--- src/rtl/sps_pkg.sv ---
package sps_pkg;

    typedef enum logic {TMR_IDLE, TMR_RUN} tmr_state_e;
    typedef enum logic {STR_QUIET, STR_HOLD} str_state_e;

    localparam logic [1:0] ADDR_CTL    = 2'd0;
    localparam logic [1:0] ADDR_COUNT  = 2'd1;
    localparam logic [1:0] ADDR_PERIOD = 2'd2;
    localparam logic [1:0] ADDR_TIMER  = 2'd3;

    localparam int CTL_TERM_BIT  = 0;
    localparam int CTL_DIR_BIT   = 1;
    localparam int CTL_DRV_BIT   = 2;
    localparam int CTL_TEST_BIT  = 3;
    localparam int CTL_CLR_BIT   = 8;
    localparam int PERIOD_START_BIT = 31;

    typedef struct packed {
        logic term_en;
        logic dir;
        logic drive_en;
        logic test_n;
        logic clr;
    } ctl_t;

endpackage

--- src/rtl/sps_edge_sync.sv ---
module sps_edge_sync #(
    parameter int STAGES = 2
) (
    input  logic clk,
    input  logic rst_n,
    input  logic din,
    output logic pulse_o
);
    logic [STAGES-1:0] chain_q;
    logic              last_q;

    always_ff @(posedge clk) begin
        if (!rst_n) begin
            chain_q <= '0;
            last_q  <= 1'b0;
        end else begin
            chain_q <= {chain_q[STAGES-2:0], din};
            last_q  <= chain_q[STAGES-1];
        end
    end

    always_comb begin
        pulse_o = chain_q[STAGES-1] & ~last_q;
    end
endmodule

--- src/rtl/sps_pulse_counter.sv ---
module sps_pulse_counter #(
    parameter int W = 32
) (
    input  logic         clk,
    input  logic         rst_n,
    input  logic         inc,
    input  logic         clr,
    output logic [W-1:0] count_o
);
    localparam logic [W-1:0] ONE = {{(W-1){1'b0}}, 1'b1};

    always_ff @(posedge clk) begin
        if (!rst_n) begin
            count_o <= '0;
        end else if (clr) begin
            count_o <= '0;
        end else if (inc) begin
            count_o <= count_o + ONE;
        end
    end
endmodule

--- src/rtl/sps_period_timer.sv ---
module sps_period_timer
    import sps_pkg::*;
#(
    parameter int W = 31
) (
    input  logic         clk,
    input  logic         rst_n,
    input  logic         load,
    input  logic [W-1:0] len,
    output logic [W-1:0] count_o,
    output logic         expire_o,
    output logic         running_o
);
    localparam logic [W-1:0] ONE = {{(W-1){1'b0}}, 1'b1};

    tmr_state_e   st_q, st_n;
    logic [W-1:0] cnt_n;
    logic         exp_n;
    logic         len_zero;

    always_ff @(posedge clk) begin
        if (!rst_n) begin
            st_q     <= TMR_IDLE;
            count_o  <= '0;
            expire_o <= 1'b0;
        end else begin
            st_q     <= st_n;
            count_o  <= cnt_n;
            expire_o <= exp_n;
        end
    end

    always_comb begin
        len_zero = (len == '0);
        st_n     = st_q;
        cnt_n    = count_o;
        exp_n    = 1'b0;
        unique case (st_q)
            TMR_IDLE: begin
                if (load && !len_zero) begin
                    st_n  = TMR_RUN;
                    cnt_n = len;
                end
            end
            TMR_RUN: begin
                if (load) begin
                    st_n  = len_zero ? TMR_IDLE : TMR_RUN;
                    cnt_n = len;
                end else if (count_o == '0) begin
                    exp_n = 1'b1;
                    st_n  = len_zero ? TMR_IDLE : TMR_RUN;
                    cnt_n = len;
                end else begin
                    cnt_n = count_o - ONE;
                end
            end
            default: begin
                st_n  = TMR_IDLE;
                cnt_n = '0;
            end
        endcase
    end

    always_comb begin
        running_o = (st_q == TMR_RUN);
    end
endmodule

--- src/rtl/sps_pulse_stretch.sv ---
module sps_pulse_stretch
    import sps_pkg::*;
#(
    parameter int LEN = 1000000
) (
    input  logic clk,
    input  logic rst_n,
    input  logic trig,
    output logic out_o
);
    localparam int            CW    = $clog2(LEN + 1);
    localparam logic [CW-1:0] LEN_V = CW'(LEN);
    localparam logic [CW-1:0] ONE   = {{(CW-1){1'b0}}, 1'b1};

    str_state_e    st_q, st_n;
    logic [CW-1:0] cnt_q, cnt_n;

    always_ff @(posedge clk) begin
        if (!rst_n) begin
            st_q  <= STR_QUIET;
            cnt_q <= '0;
        end else begin
            st_q  <= st_n;
            cnt_q <= cnt_n;
        end
    end

    always_comb begin
        st_n  = st_q;
        cnt_n = cnt_q;
        unique case (st_q)
            STR_QUIET: begin
                if (trig) begin
                    st_n  = STR_HOLD;
                    cnt_n = LEN_V;
                end
            end
            STR_HOLD: begin
                if (trig) begin
                    cnt_n = LEN_V;
                end else if (cnt_q == ONE) begin
                    st_n  = STR_QUIET;
                    cnt_n = '0;
                end else begin
                    cnt_n = cnt_q - ONE;
                end
            end
            default: begin
                st_n  = STR_QUIET;
                cnt_n = '0;
            end
        endcase
    end

    always_comb begin
        out_o = (st_q == STR_HOLD);
    end
endmodule

--- src/rtl/sps_regs.sv ---
module sps_regs
    import sps_pkg::*;
#(
    parameter int CNT_W = 32,
    parameter int TMR_W = 31
) (
    input  logic             clk,
    input  logic             rst_n,
    input  logic [1:0]       addr,
    input  logic             we,
    input  logic [31:0]      wdata,
    input  logic [CNT_W-1:0] count,
    input  logic [TMR_W-1:0] timer,
    output ctl_t             ctl_o,
    output logic [TMR_W-1:0] len_o,
    output logic             start_o,
    output logic [31:0]      rdata
);
    always_ff @(posedge clk) begin
        if (!rst_n) begin
            ctl_o   <= '0;
            len_o   <= '0;
            start_o <= 1'b0;
        end else if (we) begin
            unique case (addr)
                ADDR_CTL: begin
                    ctl_o.term_en  <= wdata[CTL_TERM_BIT];
                    ctl_o.dir      <= wdata[CTL_DIR_BIT];
                    ctl_o.drive_en <= wdata[CTL_DRV_BIT];
                    ctl_o.test_n   <= wdata[CTL_TEST_BIT];
                    ctl_o.clr      <= wdata[CTL_CLR_BIT];
                end
                ADDR_PERIOD: begin
                    len_o   <= wdata[TMR_W-1:0];
                    start_o <= wdata[PERIOD_START_BIT];
                end
                default: begin
                end
            endcase
        end
    end

    always_comb begin
        rdata = '0;
        unique case (addr)
            ADDR_CTL: begin
                rdata[CTL_TERM_BIT] = ctl_o.term_en;
                rdata[CTL_DIR_BIT]  = ctl_o.dir;
                rdata[CTL_DRV_BIT]  = ctl_o.drive_en;
                rdata[CTL_TEST_BIT] = ctl_o.test_n;
                rdata[CTL_CLR_BIT]  = ctl_o.clr;
            end
            ADDR_COUNT:  rdata = 32'(count);
            ADDR_PERIOD: begin
                rdata[TMR_W-1:0]        = len_o;
                rdata[PERIOD_START_BIT] = start_o;
            end
            ADDR_TIMER:  rdata = 32'(timer);
            default:     rdata = '0;
        endcase
    end
endmodule

--- src/rtl/sync_pulse_supervisor.sv ---
module sync_pulse_supervisor
    import sps_pkg::*;
#(
    parameter int SYNC_STAGES = 2,
    parameter int CNT_W       = 32,
    parameter int TMR_W       = 31,
    parameter int STRETCH_LEN = 1000000
) (
    input  logic        clk,
    input  logic        rst_n,
    input  logic        ext_sync_i,
    input  logic [1:0]  reg_addr_i,
    input  logic        reg_we_i,
    input  logic [31:0] reg_wdata_i,
    output logic [31:0] reg_rdata_o,
    output logic        term_en_o,
    output logic        dir_o,
    output logic        drive_en_o,
    output logic        test_n_o,
    output logic        sync_pulse_o,
    output logic        expire_o,
    output logic        sync_ind_o,
    output logic        oos_ind_o
);
    ctl_t             ctl_q;
    logic [TMR_W-1:0] tmr_len;
    logic             start_lvl;
    logic             start_p;
    logic             sync_p;
    logic             tmr_load;
    logic             tmr_run;
    logic             ctl_clr;
    logic [CNT_W-1:0] pulse_cnt;
    logic [TMR_W-1:0] tmr_cnt;

    sps_edge_sync #(.STAGES(SYNC_STAGES)) u_ext_edge (
        .clk(clk), .rst_n(rst_n), .din(ext_sync_i), .pulse_o(sync_p)
    );

    sps_edge_sync #(.STAGES(SYNC_STAGES)) u_start_edge (
        .clk(clk), .rst_n(rst_n), .din(start_lvl), .pulse_o(start_p)
    );

    sps_pulse_counter #(.W(CNT_W)) u_count (
        .clk(clk), .rst_n(rst_n), .inc(sync_p), .clr(ctl_clr), .count_o(pulse_cnt)
    );

    sps_period_timer #(.W(TMR_W)) u_timer (
        .clk(clk), .rst_n(rst_n), .load(tmr_load), .len(tmr_len),
        .count_o(tmr_cnt), .expire_o(expire_o), .running_o(tmr_run)
    );

    sps_pulse_stretch #(.LEN(STRETCH_LEN)) u_sync_ind (
        .clk(clk), .rst_n(rst_n), .trig(sync_p), .out_o(sync_ind_o)
    );

    sps_pulse_stretch #(.LEN(STRETCH_LEN)) u_oos_ind (
        .clk(clk), .rst_n(rst_n), .trig(expire_o), .out_o(oos_ind_o)
    );

    sps_regs #(.CNT_W(CNT_W), .TMR_W(TMR_W)) u_regs (
        .clk(clk), .rst_n(rst_n), .addr(reg_addr_i), .we(reg_we_i),
        .wdata(reg_wdata_i), .count(pulse_cnt), .timer(tmr_cnt),
        .ctl_o(ctl_q), .len_o(tmr_len), .start_o(start_lvl), .rdata(reg_rdata_o)
    );

    always_comb begin
        tmr_load     = sync_p | start_p;
        ctl_clr      = ctl_q.clr;
        sync_pulse_o = sync_p;
        term_en_o    = ctl_q.term_en;
        dir_o        = ctl_q.dir;
        drive_en_o   = ctl_q.drive_en;
        test_n_o     = ctl_q.test_n;
    end
endmodule

--- config.mk ---
export PLATFORM = sky130hd
export DESIGN_NAME = sync_pulse_supervisor
export DESIGN_NICKNAME = d
export VERILOG_FILES = /design/src/rtl/sps_pkg.sv /design/src/rtl/sps_edge_sync.sv /design/src/rtl/sps_pulse_counter.sv /design/src/rtl/sps_period_timer.sv /design/src/rtl/sps_pulse_stretch.sv /design/src/rtl/sps_regs.sv /design/src/rtl/sync_pulse_supervisor.sv
export SDC_FILE = /design/constraint.sdc
export NUM_CORES = 1
export LEC_CHECK = 0
export ABC_CLOCK_PERIOD_IN_PS = 3000
export BUFFER_PORTS_ARGS = -buffer_cell sky130_fd_sc_hd__buf_4
export CORE_UTILIZATION = 30
export CTS_BUF_LIST = sky130_fd_sc_hd__clkbuf_2
export DETAILED_ROUTE_END_ITERATION = 16
export SETUP_SLACK_MARGIN = 0.05
export SYNTH_ARGS = -nofsm -noshare
export SYNTH_HDL_FRONTEND = slang
export SYNTH_HIERARCHICAL = 1
export SYNTH_SLANG_ARGS = --single-unit
--- constraint.sdc ---
create_clock -name clk -period 3 [get_ports clk]
set_input_delay 0.3 -clock clk [delete_from_list [all_inputs] [get_ports clk]]
set_output_delay 0.3 -clock clk [all_outputs]
set_load 0.01 [all_outputs]
## After elaboration in Yosys (flattened, before gate mapping)

Cells that the tools add are included.

- Input bits: 38
- Output and inout bits: 40
- Bits in registers: 150
- Bits in latches: 0
- Memory bits (writable): 0
- Bits in read-only memories: 0
- Memories: 0

- Bitwise operators: 9
- $mul: 0
- Shift-type cells: 0
- Equal/unequal tests: 8
- Reductions and logical operators: 9
- Add/sub/neg operators: 4
- Magnitude comparators: 0
- Multiplexer cells: 30
- Divide/modulo/power cells: 0

Operator list:

| kind | number |
|---|---|
| $mux W20 | 6 |
| $mux W31 | 3 |
| $pmux W20 S2 | 2 |
| $pmux W23 S3 | 1 |
| $logic_not A31 Y1 | 2 |
| $pmux W31 S2 | 1 |
| $eq A20 B1 Y1 const B | 2 |
| $sub A20 B1 Y20 const B | 2 |
| $add A32 B1 Y32 const B | 1 |
| $sub A31 B1 Y31 const B | 1 |
| $pmux W4 S4 | 1 |
| $pmux W4 S3 | 1 |
| $mux W1 | 11 |
| $not A1 Y1 | 6 |
| $pmux W1 S2 | 3 |
| $eq A2 B2 Y1 const B | 2 |
| $ne A2 B2 Y1 const B | 2 |
| $pmux W1 S4 | 1 |
| $reduce_and A2 Y1 | 2 |
| $reduce_or A3 Y1 | 1 |
| $and A1 B1 Y1 | 2 |
| $eq A2 B1 Y1 const B | 1 |
| $logic_not A2 Y1 | 1 |
| $ne A2 B1 Y1 const B | 1 |
| 4 further kinds | 4 |

## Longest topological paths before layout

- Depth after elaboration: 6
- Depth in mapped cells: 10

## By module

The synthesis kept the hierarchy.

Modules (own cells, without submodules):

| module | area an instance (µm²) | times used | cells an instance | seq. area each (µm²) |
|---|---|---|---|---|
| sps_pulse_stretch | 1,217.4 | 2 | 140 | 420.4 |
| sps_regs | 2,185.8 | 1 | 229 | 740.7 |
| sps_period_timer | 2,130.8 | 1 | 268 | 660.6 |
| sps_pulse_counter | 1,552.7 | 1 | 178 | 640.6 |
| sps_edge_sync | 92.6 | 2 | 7 | 60.1 |
| sync_pulse_supervisor | 6.3 | 1 | 1 | 0.0 |

## Worst setup path before layout

No wires, ideal clock.

- Path kind: register to register
- From: register u_timer.count_o[22]
- To: register u_timer.count_o[3]
- Cell stages (with the launch flop): 11
- Path slack: 0.411 ns
- Buffers on the path: 4
- Clock period less this slack: 2.589 ns
- Data arrival time: 2.462 ns
- Library setup time: 0.128 ns
- Path through: dfxtp_1 > buf_2 > or4_1 > clkbuf_1 > or3_4 > nor4_4 > or2_1 > buf_4 > buf_4 > o21ai_1 > o2bb2ai_1

- Word-level cells in the longest chain between the ends: 4

RTL lines:

| item | RTL line | source |
|---|---|---|
| start, declared | sps_period_timer.sv:10 | `output logic [W-1:0] count_o,` |
| start signal, assigned | sps_period_timer.sv:28 | `count_o <= cnt_n;` |
| $logic_not A31 Y1 | sps_period_timer.sv:49 | `end else if (count_o == '0) begin` |
| $mux W31 | sps_period_timer.sv:49 |  |
| $mux W31 | sps_period_timer.sv:46 | `if (load) begin` |
| $pmux W31 S2 | sps_period_timer.sv:38 | `unique case (st_q)` |

No other way between the ends.
A chain may end at the register's enable or synchronous reset.

## Final worst setup path

- From: register u_timer.count_o[22]
- To: register u_timer.count_o[14]

Same word-level chain as after synthesis.

==> results.py <==
metrics = {
    "power_and_ir_drop": {
        "ir_worst_vdd_v": 0.000207,
        "p_leak_nw": 3.70,
        "pwr_density_cell_nw_per_um2": 473,
        "p_total_mw": 4.72,
    },
    "detailed_routing": {
        "dr_total_vias": 7898,
        "dr.pass1.iters": 5,
        "wl_met1_microns": 10900,
        "postRouteWirelength_microns": 23400,
        "wl_met3_microns": 1170,
        "top_layer": "met4",
        "drtIter0Drc": 514,
        "dr_wl_met2_microns": 10900,
        "drc_errors": 0,
        "via_per_inst": 5.42,
        "ant_nets": 0,
        "wl_per_cell_microns": 16.1,
    },
    "logic_synthesis": {
        "synth_top_area_share_pct": 35.3,
        "yosysTopAreaCell": "dfxtp_1",
        "ys_warn_count": 6,
        "synth.most_common_cell": "dfxtp_1",
        "synth_edf_count": 0,
        "ys_async_sr_fraction_pct": 0,
        "ys_seq_area_share_pct": 35.3,
        "synth_fp_nets": 1015,
        "synth_area_sq_um": 8500,
        "syn_inst": 970,
        "synth_area_per_cell_sq_um": 8.76,
        "synth_commonest_cells": "150 x dfxtp_1, 96 x nand2_1, 56 x mux2i_1",
        "synth_seq_cells": 150,
        "synth_area_leaders": "dfxtp_1 35%, mux2i_1 6.6%, nand2_1 4.2%, mux2_2 3.4%, nor4_1 3.0%",
        "synth.distinct_cells": 72,
        "synth_flop_cell": "dfxtp_1",
    },
    "global_route": {
        "grt_first_pass_wirelength_microns": 38200,
        "antenna_found_initial": 2,
        "overflow": 0,
        "grt_pass1_vias": 7381,
        "track_usage_pct": 16.3,
        "grt_max_degree": 50,
    },
    "placement": {
        "gp_congestion": 0.847,
        "portBuffers": 77,
        "dpl.hpwl_microns": 16000,
        "dp.cells": 1385,
        "placed_cell_area_sq_um": 9350,
        "dp_slack_ns": 0.179,
    },
    "worst_hold_path": {
        "holdPathStages": 3,
        "whs_endpoint": "u_regs/len_o[1]$_SDFFE_PN0P_",
        "worstHoldStart": "reg_we_i",
        "hold_path_class": "input port to flop",
    },
    "floorplan": {
        "start_util_pct": 30.5,
        "rows": 61,
        "io_pins": 78,
        "die_w_microns": 170,
        "die_area_sq_um": 29000,
        "fp.dieH_microns": 170,
        "core_sq_um": 27900,
    },
    "finish": {
        "finish.instance_area_sq_um": 9980,
        "final_cells": 1456,
        "fin_util_pct": 35.8,
        "fin_nets": 1108,
        "area_growth_pct": 17.5,
        "drive_gt1_share_pct": 19.4,
    },
    "clock_network": {
        "cts_tree": "built",
        "insertion_delay_ns": 0.74,
        "cts_max_level": 4,
        "clock-sinks": 150,
        "numCtsBuffers": 17,
        "cts-root-buf": "clkbuf_2",
        "path_clk_slew_ns": 0.29,
        "clk_path_buf_depth": 2,
    },
    "run": {
        "maxCapViolCount": 0,
    },
    "sta": {
        "setup_viol": 0,
        "fin_crit_ns": 2.78,
        "fmax_mhz": 360,
        "relSlewSlack_pct": 51.5,
        "slew_viol_final": 0,
        "worst_slack_ns": 0.220,
        "hold_ws_ns": 0.128,
        "final_hold_viol_count": 0,
        "rsz0062_at_grt": "no",
        "tightest_slew_ns": 0.726,
        "finClkSkew_ns": 0.0570,
        "fin_tns_setup_ns": 0,
        "fin_crit_sh_pct": 92.7,
    },
    "setup_path": {
        "r2r_start": "u_timer/count_o[22]$_SDFFE_PN0P_",
        "cp_cell_sequence": "or4_1, or3_4, nor4_4, or2_1, buf_4, o21ai_0, a32o_1",
        "setup.worst_path.end_class": "flop",
        "worst_ep_required_time_ns": 3.64,
        "timing.rr.end": "u_timer/count_o[14]$_SDFFE_PN0P_",
        "cpMaxStageDelayCell": "or4_1",
        "r2r_setup_slack_ns": 0.22,
        "slowest_delay_ns": 0.64,
        "start_kind": "flop",
        "worstPathMaxFanout": 21,
        "reg2reg_depth": 7,
        "arrival_ns": 3.42,
        "crit_type": "flop to flop",
    },
    "run_status": {
        "status": "completed",
    },
}
critical path, delay by kind of cell (launching register included):
kind / cells / cell delay, ns
and+or+nand+nor: 4 / 1.62
DFF: 1 / 0.45
AOI/OAI and AO/OA: 2 / 0.34
buffers and inverters: 1 / 0.27
how the worst max path moves through the flow:
stage / from / to / slack (ns)
2_1_floorplan: u_timer/count_o[22]$_SDFFE_PN0P_ / u_timer/count_o[3]$_SDFFE_PN0P_ / 0.41
3_3_place_gp: u_timer/count_o[22]$_SDFFE_PN0P_ / u_timer/count_o[14]$_SDFFE_PN0P_ / 0.28
3_5_place_dp: u_timer/count_o[22]$_SDFFE_PN0P_ / u_timer/count_o[14]$_SDFFE_PN0P_ / 0.18
4_1_cts: u_timer/count_o[22]$_SDFFE_PN0P_ / u_timer/count_o[14]$_SDFFE_PN0P_ / 0.12
5_1_grt: u_timer/count_o[22]$_SDFFE_PN0P_ / u_timer/count_o[14]$_SDFFE_PN0P_ / 0.08
6_report: u_timer/count_o[22]$_SDFFE_PN0P_ / u_timer/count_o[14]$_SDFFE_PN0P_ / 0.22
cell usage in the layout (no fill, tap or decap), drive strengths merged, types with 37 or more instances in the layout:
master and n:
nor4 44, nor3 47, buf 107, dfxtp 150
a21oi 46, nand2 96, mux2i 56, dlygate4sd3 37
o21ai 64, nor2 53
state kept, by name, summed over array words and instances, names as in the netlist:
name	cells
u_timer/count_o	31
u_count/count_o	32
u_regs/len_o	31
u_timer/running_o	1
u_sync_ind/out_o	1
u_start_edge/chain_q	2
u_regs/start_o	1
u_oos_ind/cnt_q	20
u_ext_edge/last_q	1
u_start_edge/last_q	1
u_ext_edge/chain_q	2
u_oos_ind/out_o	1
u_sync_ind/cnt_q	20
u_regs/ctl_o	5
u_timer/expire_o	1
cell families after synthesis:
group	after synthesis	share of synthesized area, %
and+or+nand+nor	392	26.0
AOI/OAI and AO/OA	240	19.6
DFF	150	35.3
muxes	87	11.4
buffers and inverters	83	5.55
xor gates and xnor gates	11	1.13
adders and majority gates	7	1.03
report_power, final:
| part | switching, mW | total (mW) | internal, mW |
|---|---|---|---|
| logic | 0.774 | 1.32 | 0.545 |
| registers | 0.0905 | 2.17 | 2.08 |
| clock network | 0.884 | 1.23 | 0.346 |
| total | 1.75 | 4.72 | 2.97 |
what timing repair did:
item,in CTS,in global routing
setup buffers,0,0
gates resized for setup,0,2
hold buffers,37,0
hold endpoints to repair,58,0
endpoints found under the setup margin,0,15
layout make-up:
| class | instances | area [sq um] |
|---|---|---|
| well taps | 378 | 473 |
| multi-input cells | 737 | 5030 |
| fillers | 2901 | 17900 |
| flip-flops and latches | 150 | 3000 |
| inverters | 13 | 48.8 |
| diodes | 2 | 5.00 |
| repair buffers | 144 | 1170 |
| clock inverters | 15 | 160 |
| clock buffers | 17 | 85.1 |
layer usage:
layer  track usage, %  up-vias
met1             21.4     3778
met2             26.5      223
li1                 -     3865
met3             3.49       32
met5                0        -
met4             5.33        0
(Power assumes the default switching activity.)
